<file path="config.mk">
export PLATFORM = sky130hd
export DESIGN_NAME = dma_steal
export DESIGN_NICKNAME = d
export VERILOG_FILES = /design/src/rtl/dma_pkg.sv /design/src/rtl/dma_dpath.sv /design/src/rtl/dma_ctrl.sv /design/src/rtl/dma_steal.sv
export SDC_FILE = /design/constraint.sdc
export NUM_CORES = 1
export LEC_CHECK = 0
export ABC_AREA = 1
export BUFFER_PORTS_ARGS = -buffer_cell sky130_fd_sc_hd__buf_2
export CORE_MARGIN = 8
export CORE_UTILIZATION = 25
export DETAILED_ROUTE_END_ITERATION = 8
export MAX_ROUTING_LAYER = met4
export PLACE_DENSITY = 0.48
export REMOVE_ABC_BUFFERS = 1
export SYNTH_ARGS = -nofsm -noshare
export SYNTH_HDL_FRONTEND = slang
export SYNTH_SLANG_ARGS = --single-unit
</file>
<file path="constraint.sdc">
create_clock -name clk -period 4.2 [get_ports clk]
set_clock_uncertainty 0.05 [all_clocks]
set_input_delay 0.63 -clock clk [delete_from_list [all_inputs] [get_ports clk]]
set_output_delay 0.63 -clock clk [all_outputs]
set_load 0.005 [all_outputs]
</file>
<file path="src/rtl/dma_pkg.sv">
package dma_pkg;

  typedef enum logic [1:0] {
    ST_IDLE,
    ST_WAIT,
    ST_REQ,
    ST_PUSH
  } dmaState_t;

  typedef struct packed {
    logic step;     // advance address, decrement count
    logic capture;  // latch memory read data for the device
  } dmaStrobe_t;

  localparam logic [2:0] OFS_CTRL = 3'd0;
  localparam logic [2:0] OFS_DEV  = 3'd1;
  localparam logic [2:0] OFS_MEM  = 3'd2;
  localparam logic [2:0] OFS_CNT  = 3'd3;
  localparam logic [2:0] OFS_STAT = 3'd4;

endpackage

</file>
<file path="src/rtl/dma_dpath.sv">
module dma_dpath
  import dma_pkg::*;
#(
  parameter int DATA_W = 32,
  parameter int ADDR_W = 16,
  parameter int CNT_W  = 16,
  parameter int DEV_W  = 8,
  parameter int REG_W  = 32
) (
  input  logic              clk,
  input  logic              rstN,
  input  logic              regWe,
  input  logic [2:0]        regAddr,
  input  logic [REG_W-1:0]  regWdata,
  output logic [REG_W-1:0]  regRdata,
  input  logic              busy,
  input  logic              done,
  input  dmaStrobe_t        strb,
  output logic              startReq,
  output logic              doneClr,
  output logic              dirMemToDev,
  output logic              cntZero,
  output logic              cntOne,
  output logic [ADDR_W-1:0] busAddr,
  output logic [DATA_W-1:0] busWdata,
  input  logic [DATA_W-1:0] busRdata,
  input  logic [DATA_W-1:0] devRdData,
  output logic [DATA_W-1:0] devWrData,
  output logic [DEV_W-1:0]  devSel
);

  localparam logic [CNT_W-1:0] CNT_ONE = CNT_W'(1);

  logic              dirReg;
  logic [DEV_W-1:0]  devReg;
  logic [ADDR_W-1:0] memAddrReg;
  logic [CNT_W-1:0]  cntReg;
  logic [DATA_W-1:0] holdReg;
  logic              cfgWe;

  assign cfgWe    = regWe && !busy;
  assign startReq = cfgWe && (regAddr == OFS_CTRL) && regWdata[0];
  assign doneClr  = regWe && (regAddr == OFS_STAT) && regWdata[1];

  always_ff @(posedge clk) begin
    if (!rstN) begin
      dirReg     <= 1'b0;
      devReg     <= '0;
      memAddrReg <= '0;
      cntReg     <= '0;
      holdReg    <= '0;
    end else begin
      if (cfgWe) begin
        case (regAddr)
          OFS_CTRL: dirReg     <= regWdata[1];
          OFS_DEV:  devReg     <= regWdata[DEV_W-1:0];
          OFS_MEM:  memAddrReg <= regWdata[ADDR_W-1:0];
          OFS_CNT:  cntReg     <= regWdata[CNT_W-1:0];
          default: ;
        endcase
      end
      if (strb.step) begin
        memAddrReg <= memAddrReg + 1'b1;
        cntReg     <= cntReg - 1'b1;
      end
      if (strb.capture) holdReg <= busRdata;
    end
  end

  always_comb begin
    regRdata = '0;
    case (regAddr)
      OFS_CTRL: regRdata = REG_W'({dirReg, 1'b0});
      OFS_DEV:  regRdata = REG_W'(devReg);
      OFS_MEM:  regRdata = REG_W'(memAddrReg);
      OFS_CNT:  regRdata = REG_W'(cntReg);
      OFS_STAT: regRdata = REG_W'({done, busy});
      default:  regRdata = '0;
    endcase
  end

  assign dirMemToDev = dirReg;
  assign cntZero     = (cntReg == '0);
  assign cntOne      = (cntReg == CNT_ONE);
  assign busAddr     = memAddrReg;
  assign busWdata    = devRdData;
  assign devWrData   = holdReg;
  assign devSel      = devReg;

  // each step moves the count down by exactly one
  a_r5_count_step: assert property (@(posedge clk) disable iff (!rstN)
    strb.step |=> cntReg == $past(cntReg) - 1'b1);

  // each step moves the address up by exactly one
  a_r5_addr_step: assert property (@(posedge clk) disable iff (!rstN)
    strb.step |=> memAddrReg == $past(memAddrReg) + 1'b1);

  // configuration is frozen while a block is in flight
  a_r10_cfg_frozen: assert property (@(posedge clk) disable iff (!rstN)
    busy |=> $stable(devReg) && $stable(dirReg));

endmodule

</file>
<file path="src/rtl/dma_ctrl.sv">
module dma_ctrl
  import dma_pkg::*;
(
  input  logic       clk,
  input  logic       rstN,
  input  logic       startReq,
  input  logic       doneClr,
  input  logic       dirMemToDev,
  input  logic       cntZero,
  input  logic       cntOne,
  input  logic       busGnt,
  input  logic       devRdValid,
  input  logic       devWrReady,
  output logic       busReq,
  output logic       busValid,
  output logic       busWe,
  output logic       devRdReady,
  output logic       devWrValid,
  output logic       busy,
  output logic       done,
  output dmaStrobe_t strb
);

  dmaState_t state, stNext;
  logic setDone;
  logic devSideReady;

  assign devSideReady = dirMemToDev ? devWrReady : devRdValid;

  always_comb begin
    stNext       = state;
    setDone      = 1'b0;
    strb         = '0;
    case (state)
      ST_IDLE: begin
        if (startReq) begin
          if (cntZero) setDone = 1'b1;
          else         stNext  = ST_WAIT;
        end
      end
      ST_WAIT: begin
        if (devSideReady) stNext = ST_REQ;
      end
      ST_REQ: begin
        if (busGnt) begin
          strb.step = 1'b1;
          if (dirMemToDev) begin
            strb.capture = 1'b1;
            stNext       = ST_PUSH;
          end else if (cntOne) begin
            setDone = 1'b1;
            stNext  = ST_IDLE;
          end else begin
            stNext = ST_WAIT;
          end
        end
      end
      ST_PUSH: begin
        if (devWrReady) begin
          if (cntZero) begin
            setDone = 1'b1;
            stNext  = ST_IDLE;
          end else begin
            stNext = ST_WAIT;
          end
        end
      end
      default: stNext = ST_IDLE;
    endcase
  end

  always_ff @(posedge clk) begin
    if (!rstN) begin
      state <= ST_IDLE;
      done  <= 1'b0;
    end else begin
      state <= stNext;
      if (setDone)                done <= 1'b1;
      else if (doneClr || startReq) done <= 1'b0;
    end
  end

  assign busy       = (state != ST_IDLE);
  assign busReq     = (state == ST_REQ);
  assign busValid   = busReq && busGnt;
  assign busWe      = busValid && !dirMemToDev;
  assign devRdReady = busValid && !dirMemToDev;
  assign devWrValid = (state == ST_PUSH);

  // a bus cycle lasts one clock and the request is gone afterwards
  a_r3_one_clock: assert property (@(posedge clk) disable iff (!rstN)
    busValid |=> !busValid && !busReq);

  // a request is held until the grant arrives
  a_r4_req_held: assert property (@(posedge clk) disable iff (!rstN)
    busReq && !busGnt |=> busReq);

  // done and busy are never both set
  a_r8_done_idle: assert property (@(posedge clk) disable iff (!rstN)
    done |-> !busy);

  // finishing a block raises done on the following clock
  a_r8_done_rise: assert property (@(posedge clk) disable iff (!rstN)
    $fell(busy) |-> done);

endmodule

</file>
<file path="src/rtl/dma_steal.sv">
module dma_steal
  import dma_pkg::*;
#(
  parameter int DATA_W = 32,
  parameter int ADDR_W = 16,
  parameter int CNT_W  = 16,
  parameter int DEV_W  = 8,
  parameter int REG_W  = 32
) (
  input  logic              clk,
  input  logic              rstN,
  input  logic              regWe,
  input  logic [2:0]        regAddr,
  input  logic [REG_W-1:0]  regWdata,
  output logic [REG_W-1:0]  regRdata,
  output logic              irq,
  output logic              busReq,
  input  logic              busGnt,
  output logic              busValid,
  output logic              busWe,
  output logic [ADDR_W-1:0] busAddr,
  output logic [DATA_W-1:0] busWdata,
  input  logic [DATA_W-1:0] busRdata,
  output logic [DEV_W-1:0]  devSel,
  input  logic              devRdValid,
  input  logic [DATA_W-1:0] devRdData,
  output logic              devRdReady,
  output logic              devWrValid,
  output logic [DATA_W-1:0] devWrData,
  input  logic              devWrReady
);

  dmaStrobe_t strb;
  logic startReq, doneClr, dirMemToDev, cntZero, cntOne, busy, done;

  dma_ctrl u_ctrl (
    .clk         (clk),
    .rstN        (rstN),
    .startReq    (startReq),
    .doneClr     (doneClr),
    .dirMemToDev (dirMemToDev),
    .cntZero     (cntZero),
    .cntOne      (cntOne),
    .busGnt      (busGnt),
    .devRdValid  (devRdValid),
    .devWrReady  (devWrReady),
    .busReq      (busReq),
    .busValid    (busValid),
    .busWe       (busWe),
    .devRdReady  (devRdReady),
    .devWrValid  (devWrValid),
    .busy        (busy),
    .done        (done),
    .strb        (strb)
  );

  dma_dpath #(
    .DATA_W (DATA_W),
    .ADDR_W (ADDR_W),
    .CNT_W  (CNT_W),
    .DEV_W  (DEV_W),
    .REG_W  (REG_W)
  ) u_dpath (
    .clk         (clk),
    .rstN        (rstN),
    .regWe       (regWe),
    .regAddr     (regAddr),
    .regWdata    (regWdata),
    .regRdata    (regRdata),
    .busy        (busy),
    .done        (done),
    .strb        (strb),
    .startReq    (startReq),
    .doneClr     (doneClr),
    .dirMemToDev (dirMemToDev),
    .cntZero     (cntZero),
    .cntOne      (cntOne),
    .busAddr     (busAddr),
    .busWdata    (busWdata),
    .busRdata    (busRdata),
    .devRdData   (devRdData),
    .devWrData   (devWrData),
    .devSel      (devSel)
  );

  assign irq = done;

  // the device word is consumed only in a bus write cycle
  a_r6_consume_on_write: assert property (@(posedge clk) disable iff (!rstN)
    devRdReady |-> busValid && busWe && devRdValid);

  // an offered device word stays until accepted
  a_r7_offer_held: assert property (@(posedge clk) disable iff (!rstN)
    devWrValid && !devWrReady |=> devWrValid && $stable(devWrData));

  // bus cycles happen only under grant
  a_r3_under_grant: assert property (@(posedge clk) disable iff (!rstN)
    busValid |-> busGnt);

endmodule

</file>
==> summary.md, run 1 <==
| Metric | Value |
|---|---|
| Status | `completed` |
| Area grow syn2layout | `19.0%` |
| Remaining antenna violation count after routing | `0` |
| Initial core utilization | `25.5%` |
| Layout cell share with drive strength beyond 1 | `23.1%` |
| Die area | `22900 um2` |
| Iteration-0 DRC Markers | `327` |
| MaxCap Viol Count | `0` |
| Syn avg cell area | `6.76 um2` |
| CP Capture Type | `output port` |
| Required @ worst endpoint | `3.52 ns` |
| Root buffer cell | `clkbuf_16` |
| TritonCTS Buffers | `9` |
| Critical path peak fanout | `28` |
| RSZ-0062 raised after global routing | `false` |
| First-pass detailed-route iteration total | `5` |
| Setup_tns | `0 ns` |
| CTS tree | `yes` |
| Setup violators final | `0` |
| Commonest non-fill, non-tap cells in the layout | `nand2_1 (142), buf_2 (134), dfxtp_1 (76)` |
| Synth Warn # | `0` |
| Post-DP HPWL | `13.1 mm` |
| First-pass GRT wire length | `26.2 mm` |
| WHS Endpoint | `u_dpath.devWrData[11]$_SDFFE_PN0P_` |
| Crit path DAT | `1.93 ns` |
| Die width | `151 um` |
| Setup crit start | `u_ctrl.state[0]$_SDFFE_PN0P_` |
| Yosys cell types | `36` |
| Core ar. | `roughly 18000 um2` |
| Cell row count | `49` |
| Crit path kind | `flip-flop to output port` |
| Period utilization | `a little over 60%` |
| Maximum clock frequency | `0.383 GHz` |
| Met1 wire length | `7.77 mm` |
| Vias/cell | `4.67` |
| Hold Slack | `0.408 ns` |
| Clock Tree Buf Depth | `2` |
| Peak VDD IR | `203 uV` |
| Min Tclk post-route | `2.61 ns` |
| Final slew viol count | `0` |
| Critical path launch point type | `flip-flop` |
| Final hold vios | `0` |
| Initial antenna violation count | `0` |
| Worst r2r path cells | `8` |
| Fin util | `30.3%` |
| RD Place Congestion | `about 0.85` |
| Hold depth | `2` |
| I/O pins | `231` |
| Met2 routed WL | `between 7 and 8 mm` |
| Reg2reg setup slack | `1.96 ns` |
| Grt ovf | `0` |
| Wire length on met3 | `1.47 mm` |
| Hold_buf cts | `0` |
| N_diodes | `0` |
| Clk sinks | `76` |
| Cells after Synth | `roughly 680` |
| Layout Nets | `just under 900` |
| GRT Overall Usage | `15.4%` |
| Seq/Total Area, Yosys | `approximately 33%` |
| Worst min path class | `flip-flop to flip-flop` |
| Pin count of the biggest net entering global routing | `42` |
| DR WL/cell | `17.2 um` |
| Hold Crit Start | `u_dpath.devWrData[11]$_SDFFE_PN0P_` |
| Setup Buffers After CTS | `0` |
| Clock latency on the worst-skew pair | `0.34 ns` |
| Cts repair resizes | `0` |
| Tightest Pin Transition | `0.879 ns` |
| Seq cells post-synth | `76` |
| PwrDens | `328 nW/um2` |
| Static leakage power | `2.47 nW` |
| DRC violations left | `0` |
| DR top layer | `met4` |
| Netlist Area Pre-Place | `4580 um2` |
| Most common cell after layout, fill and taps aside | `nand2_1` |
| Worst slew margin | `roughly two fifths` |
| Reg clk slew, reported paths | `0.06 ns` |
| IO Port Bufs | `134` |
| Worst r2r src | `u_ctrl.state[0]$_SDFFE_PN0P_` |
| R2r endpoint | `u_dpath.devWrData[19]$_SDFFE_PN0P_` |
| Vias in the first global route | `roughly 4700` |
| Height of the chip | `151 um` |
| Via count | `about 4700` |
| Total wire length | `17.2 mm` |
| Max H-tree Level | `3` |
metrics by stage:
stage | instance area, um2 | power, mW | cells | setup WS, ns
2_1_floorplan | 4120 | 0.870 | 614 | 1.23
3_3_place_gp | 5120 | 0.960 | 983 | 1.78
3_5_place_dp | 5120 | 0.959 | 983 | 1.78
4_1_cts | 5450 | 1.81 | 999 | 1.55
5_1_grt | 5450 | 1.87 | 999 | 1.47
6_report | 5450 | 1.79 | 999 | 1.59
area by class of cell:
cell class / instances / area [um2]
clock buffer: 13 / 280
fill: 2019 / 12500
inverter: 68 / 255
multi-input combinational: 470 / 2340
tap: 229 / 287
sequential: 76 / 1520
timing repair buffer: 140 / 716
clock inverter: 3 / 42.5
power by group:
group	internal, mW	switching, mW
Combinational	0.0649	0.129
Sequential	0.734	0.0145
Clock	0.525	0.319
critical path, cell delays in order (launching register included):
cell and delay, ns:
dfxtp_1 0.33, inv_1 0.14, ha_1 0.27, nand2_1 0.11
inv_2 0.49, buf_2 0.24
cells by family (layout without fill, tap and decap cells):
family          Yosys count  in the layout  share of synthesized area, %
simple gates            300            300                          29.9
buf+inv                 146            224                          16.7
compound gates          144            144                          17.4
flops                    76             76                          33.3
fa+ha+maj                 8              8                          2.19
xor+xnor                  2              2                         0.383
other cells               1             16                        0.0820
registers in the layout (all words and copies together) (netlist names):
register / count
u_dpath.devWrData: 32
u_dpath.busAddr: 16
u_dpath.cntReg: 16
u_dpath.devSel: 8
u_ctrl.state: 2
u_ctrl.done: 1
u_dpath.dirMemToDev: 1
how the worst max path moves through the flow:
stage / to / slack, ns
after floorplan: u_dpath.devWrData[0]$_SDFFE_PN0P_ / 1.23
after global placement: regRdata[6] / 1.78
after detailed placement: regRdata[1] / 1.78
after CTS: busValid / 1.55
after global routing: busValid / 1.47
final: busValid / 1.59
synth_stat cells:
cell type | n | area, um2
clkbuf_1 | 12 | 45.0
nand2_1 | 142 | 533
nand2_2 | 2 | 12.5
o21ai_1 | 1 | 5.00
nand4_1 | 11 | 68.8
buf_1 | 4 | 15.0
nand3b_1 | 2 | 15.0
nor2_8 | 2 | 40.0
a21oi_1 | 67 | 335
o2111ai_1 | 1 | 8.76
xor2_1 | 2 | 17.5
nand3_4 | 2 | 35.0
buf_6 | 2 | 22.5
buf_4 | 51 | 383
nor2_4 | 2 | 22.5
ha_1 | 8 | 100
a31oi_1 | 11 | 68.8
a22oi_1 | 1 | 7.51
o211ai_1 | 6 | 45.0
inv_2 | 5 | 18.8
o21ai_2 | 2 | 17.5
o22ai_1 | 9 | 56.3
nor3_1 | 4 | 20.0
a211oi_1 | 1 | 7.51
buf_2 | 9 | 45.0
o221ai_1 | 3 | 26.3
nor2_1 | 55 | 206
conb_1 | 1 | 3.75
o31ai_1 | 1 | 7.51
dfxtp_1 | 76 | 1520
a21oi_2 | 2 | 17.5
or2_2 | 2 | 12.5
nor3_4 | 2 | 32.5
inv_1 | 63 | 236
o21ai_0 | 39 | 195
nand3_1 | 74 | 370
per-layer routing:
layer / up-vias / global-route usage (%)
met5: - / -
met4: 0 / 5.59
met3: 18 / 5.26
met2: 192 / 22.6
met1: 2097 / 19.3
li1: 2362 / -
Note: power is estimated with default switching activity, not from simulation.
==> inputs of run 2 (changes only) <==
Clock period 4.2 ns to 2.7 ns, I/O delays scaled along.
==> run 2 against run 1 <==
Net effect:
- power grew 45%
- count of clock-buffer cells in the layout shrank 2
- hold slack lost 0.15 ns
- sequential share of layout area grew 0.14 points
- via count shrank 0.49%
- sequential cell count is the same
- global-route usage is essentially flat
- critical path depth grew 1
- design area shrank 0.48%
- critical path type unchanged
- critical endpoint unchanged
- largest power group is now sequential cells
==> summary.md, run 2 (synthesis gave the netlist of run 1 again) <==
| Metric | Value |
|---|---|
| Initial antenna violation count | `0 (unchanged)` |
| Iteration-0 DRC Markers | `325 (-0.61%)` |
| Setup Buffers After CTS | `0 (unchanged)` |
| GRT Overall Usage | `15.4% (-0.027 points)` |
| Dpl cell area | `5160 um2 (+0.68%)` |
| Setup violators final | `0 (unchanged)` |
| Final slew viol count | `0 (unchanged)` |
| N_diodes | `0 (unchanged)` |
| Design area | `5420 um2 (-0.48%)` |
| Reg clk slew, reported paths | `0.06 ns (about the same)` |
| Worst min path class | `input pin to flip-flop` |
| Flip-flop count of the largest register after layout | `32 (unchanged)` |
| Most common cell after layout, fill and taps aside | `nand2_1` |
| Crit path DAT | `1.95 ns (+0.02 ns)` |
| Vias in the first global route | `4609 (-1.2%)` |
| Static leakage power | `2.46 nW (-0.24%)` |
| Maximum clock frequency | `0.416 GHz` |
| DRC violations left | `0 (unchanged)` |
| DR WL/cell | `17.2 um (about the same)` |
| Vias/cell | `4.65 (-0.59%)` |
| MaxCap Viol Count | `0 (unchanged)` |
| CP Capture Type | `output port` |
| Die width | `151 um (unchanged)` |
| Pin count of the biggest net entering global routing | `33 (-21%)` |
| Clock latency on the worst-skew pair | `0.34 ns (about the same)` |
| Via count | `4646 (-0.49%)` |
| Max H-tree Level | `3 (unchanged)` |
| CTS tree | `yes` |
| Worst slew margin | `57.8% (+17 points)` |
| Layout cell share with drive strength beyond 1 | `23.1% (-0.030 points)` |
| Final hold vios | `0 (unchanged)` |
| First-pass GRT wire length | `26.0 mm (-0.77%)` |
| Total wire length | `17.2 mm (+0.15%)` |
| Grt ovf | `0 (unchanged)` |
| Period utilization | `89.1%` |
| Remaining antenna violation count after routing | `0 (unchanged)` |
| Tightest Pin Transition | `0.632 ns (-0.247 ns)` |
| Hold Slack | `0.263 ns (-0.145 ns)` |
| Peak VDD IR | `257 uV (+26%)` |
| RD Place Congestion | `0.849 (-0.24%)` |
| Status | `completed` |
| Clock Tree Buf Depth | `2 (unchanged)` |
| Critical path launch point type | `flip-flop` |
| PwrDens | `478 nW/um2 (+46%)` |
| I/O pins | `231 (unchanged)` |
| Root buffer cell | `clkbuf_16` |
| Worst r2r path cells | `9 (+1)` |
| Commonest non-fill, non-tap cells in the layout | `nand2_1 (142), buf_2 (134), dfxtp_1 (76)` |
| TritonCTS Buffers | `9 (unchanged)` |
| Critical path peak fanout | `29 (+3.6%)` |
| Clk sinks | `76 (unchanged)` |
| IO Port Bufs | `134 (unchanged)` |
| Hold depth | `3 (+1)` |
| Layout Nets | `881 (+0.34%)` |
| Min Tclk post-route | `about 2.4 ns` |
| Initial core utilization | `25.5% (unchanged)` |
| Cell row count | `49 (unchanged)` |
| Height of the chip | `151 um (unchanged)` |
| RSZ-0062 raised after global routing | `false` |
| Area grow syn2layout | `18.5%` |
| Core ar. | `18000 um2 (unchanged)` |
| First-pass detailed-route iteration total | `5 (unchanged)` |
| Die area | `22900 um2 (unchanged)` |
| Post-DP HPWL | `13.3 mm (+1.3%)` |
| Crit path kind | `flip-flop to output port` |
| Required @ worst endpoint | `2.25 ns (-1.27 ns)` |
| Setup_tns | `0 ns (unchanged)` |
-- run 2: changes by cell type in the layout (fill, tap and decap cells not counted) --
cell	change
bufinv_16	-1
clkinvlp_4	-1
buf_12	+1
clkbuf_1	+1
buf_6	+1
buf_4	+1
clkbuf_8	-3
clkinv_2	+2
-- run 2: cell type report --
class	count	area [um2]
Clock buffer	11	243
Clock inverter	3	15.0
Multi-Input combinational cell	470	2340
Inverter	68	255
Sequential cell	76	1520
Timing Repair Buffer	143	754
Fill cell	2035	12500
Tap cell	229	287
-- run 2: critical path, cell delays in order, from the launching register on --
cell     delay [ns]
dfxtp_1        0.33
inv_1          0.14
ha_1           0.24
nand2_1        0.10
inv_2          0.32
buf_6          0.29
buf_2          0.16
-- run 2: metal layers --
metal  track usage [%]  up-vias  part of all wire [%]
met3              6.21       19                   9.1
li1                  -     2362                     -
met1              19.5     2063                    45
met4              4.35        0                   1.5
met5                 -        -                     0
met2              22.2      202                    45
-- run 2: final timing paths --
path / startpoint / end / slack [ns]
worst max-delay path: u_ctrl.state[0]$_SDFFE_PN0P_ / busValid / 0.29
worst min-delay path: regWdata[2] / u_dpath.devSel[2]$_SDFFE_PN0P_ / 0.26
worst max register to register: u_ctrl.state[1]$_SDFFE_PN0P_ / u_dpath.busAddr[14]$_SDFFE_PN0P_ / 0.66
worst min register to register: u_dpath.devWrData[11]$_SDFFE_PN0P_ / u_dpath.devWrData[11]$_SDFFE_PN0P_ / 0.41
-- run 2: repair_timing --
| action | in CTS | in global routing |
|---|---|---|
| hold buffers | 0 | 0 |
| endpoints found under the setup margin | 0 | 1 |
| gates resized for setup | 0 | 1 |
-- run 2: through the flow --
step           total power, mW  worst slack (ns)  util, %  instances
6_report                  2.59             0.294     30.2       1000
5_1_grt                   2.72            0.0934     30.2       1000
4_1_cts                   2.63             0.147     30.2       1000
3_5_place_dp              1.50             0.529     28.7        986
3_3_place_gp              1.50             0.564     28.7        986
2_1_floorplan             1.35            -0.271        -        614
-- run 2: where the power goes --
part	internal [mW]	switching (mW)	leakage [nW]
Combinational	0.105	0.201	1.72
Sequential	1.14	0.0225	0.614
Clock	0.633	0.485	0.131
Total	1.88	0.709	2.46
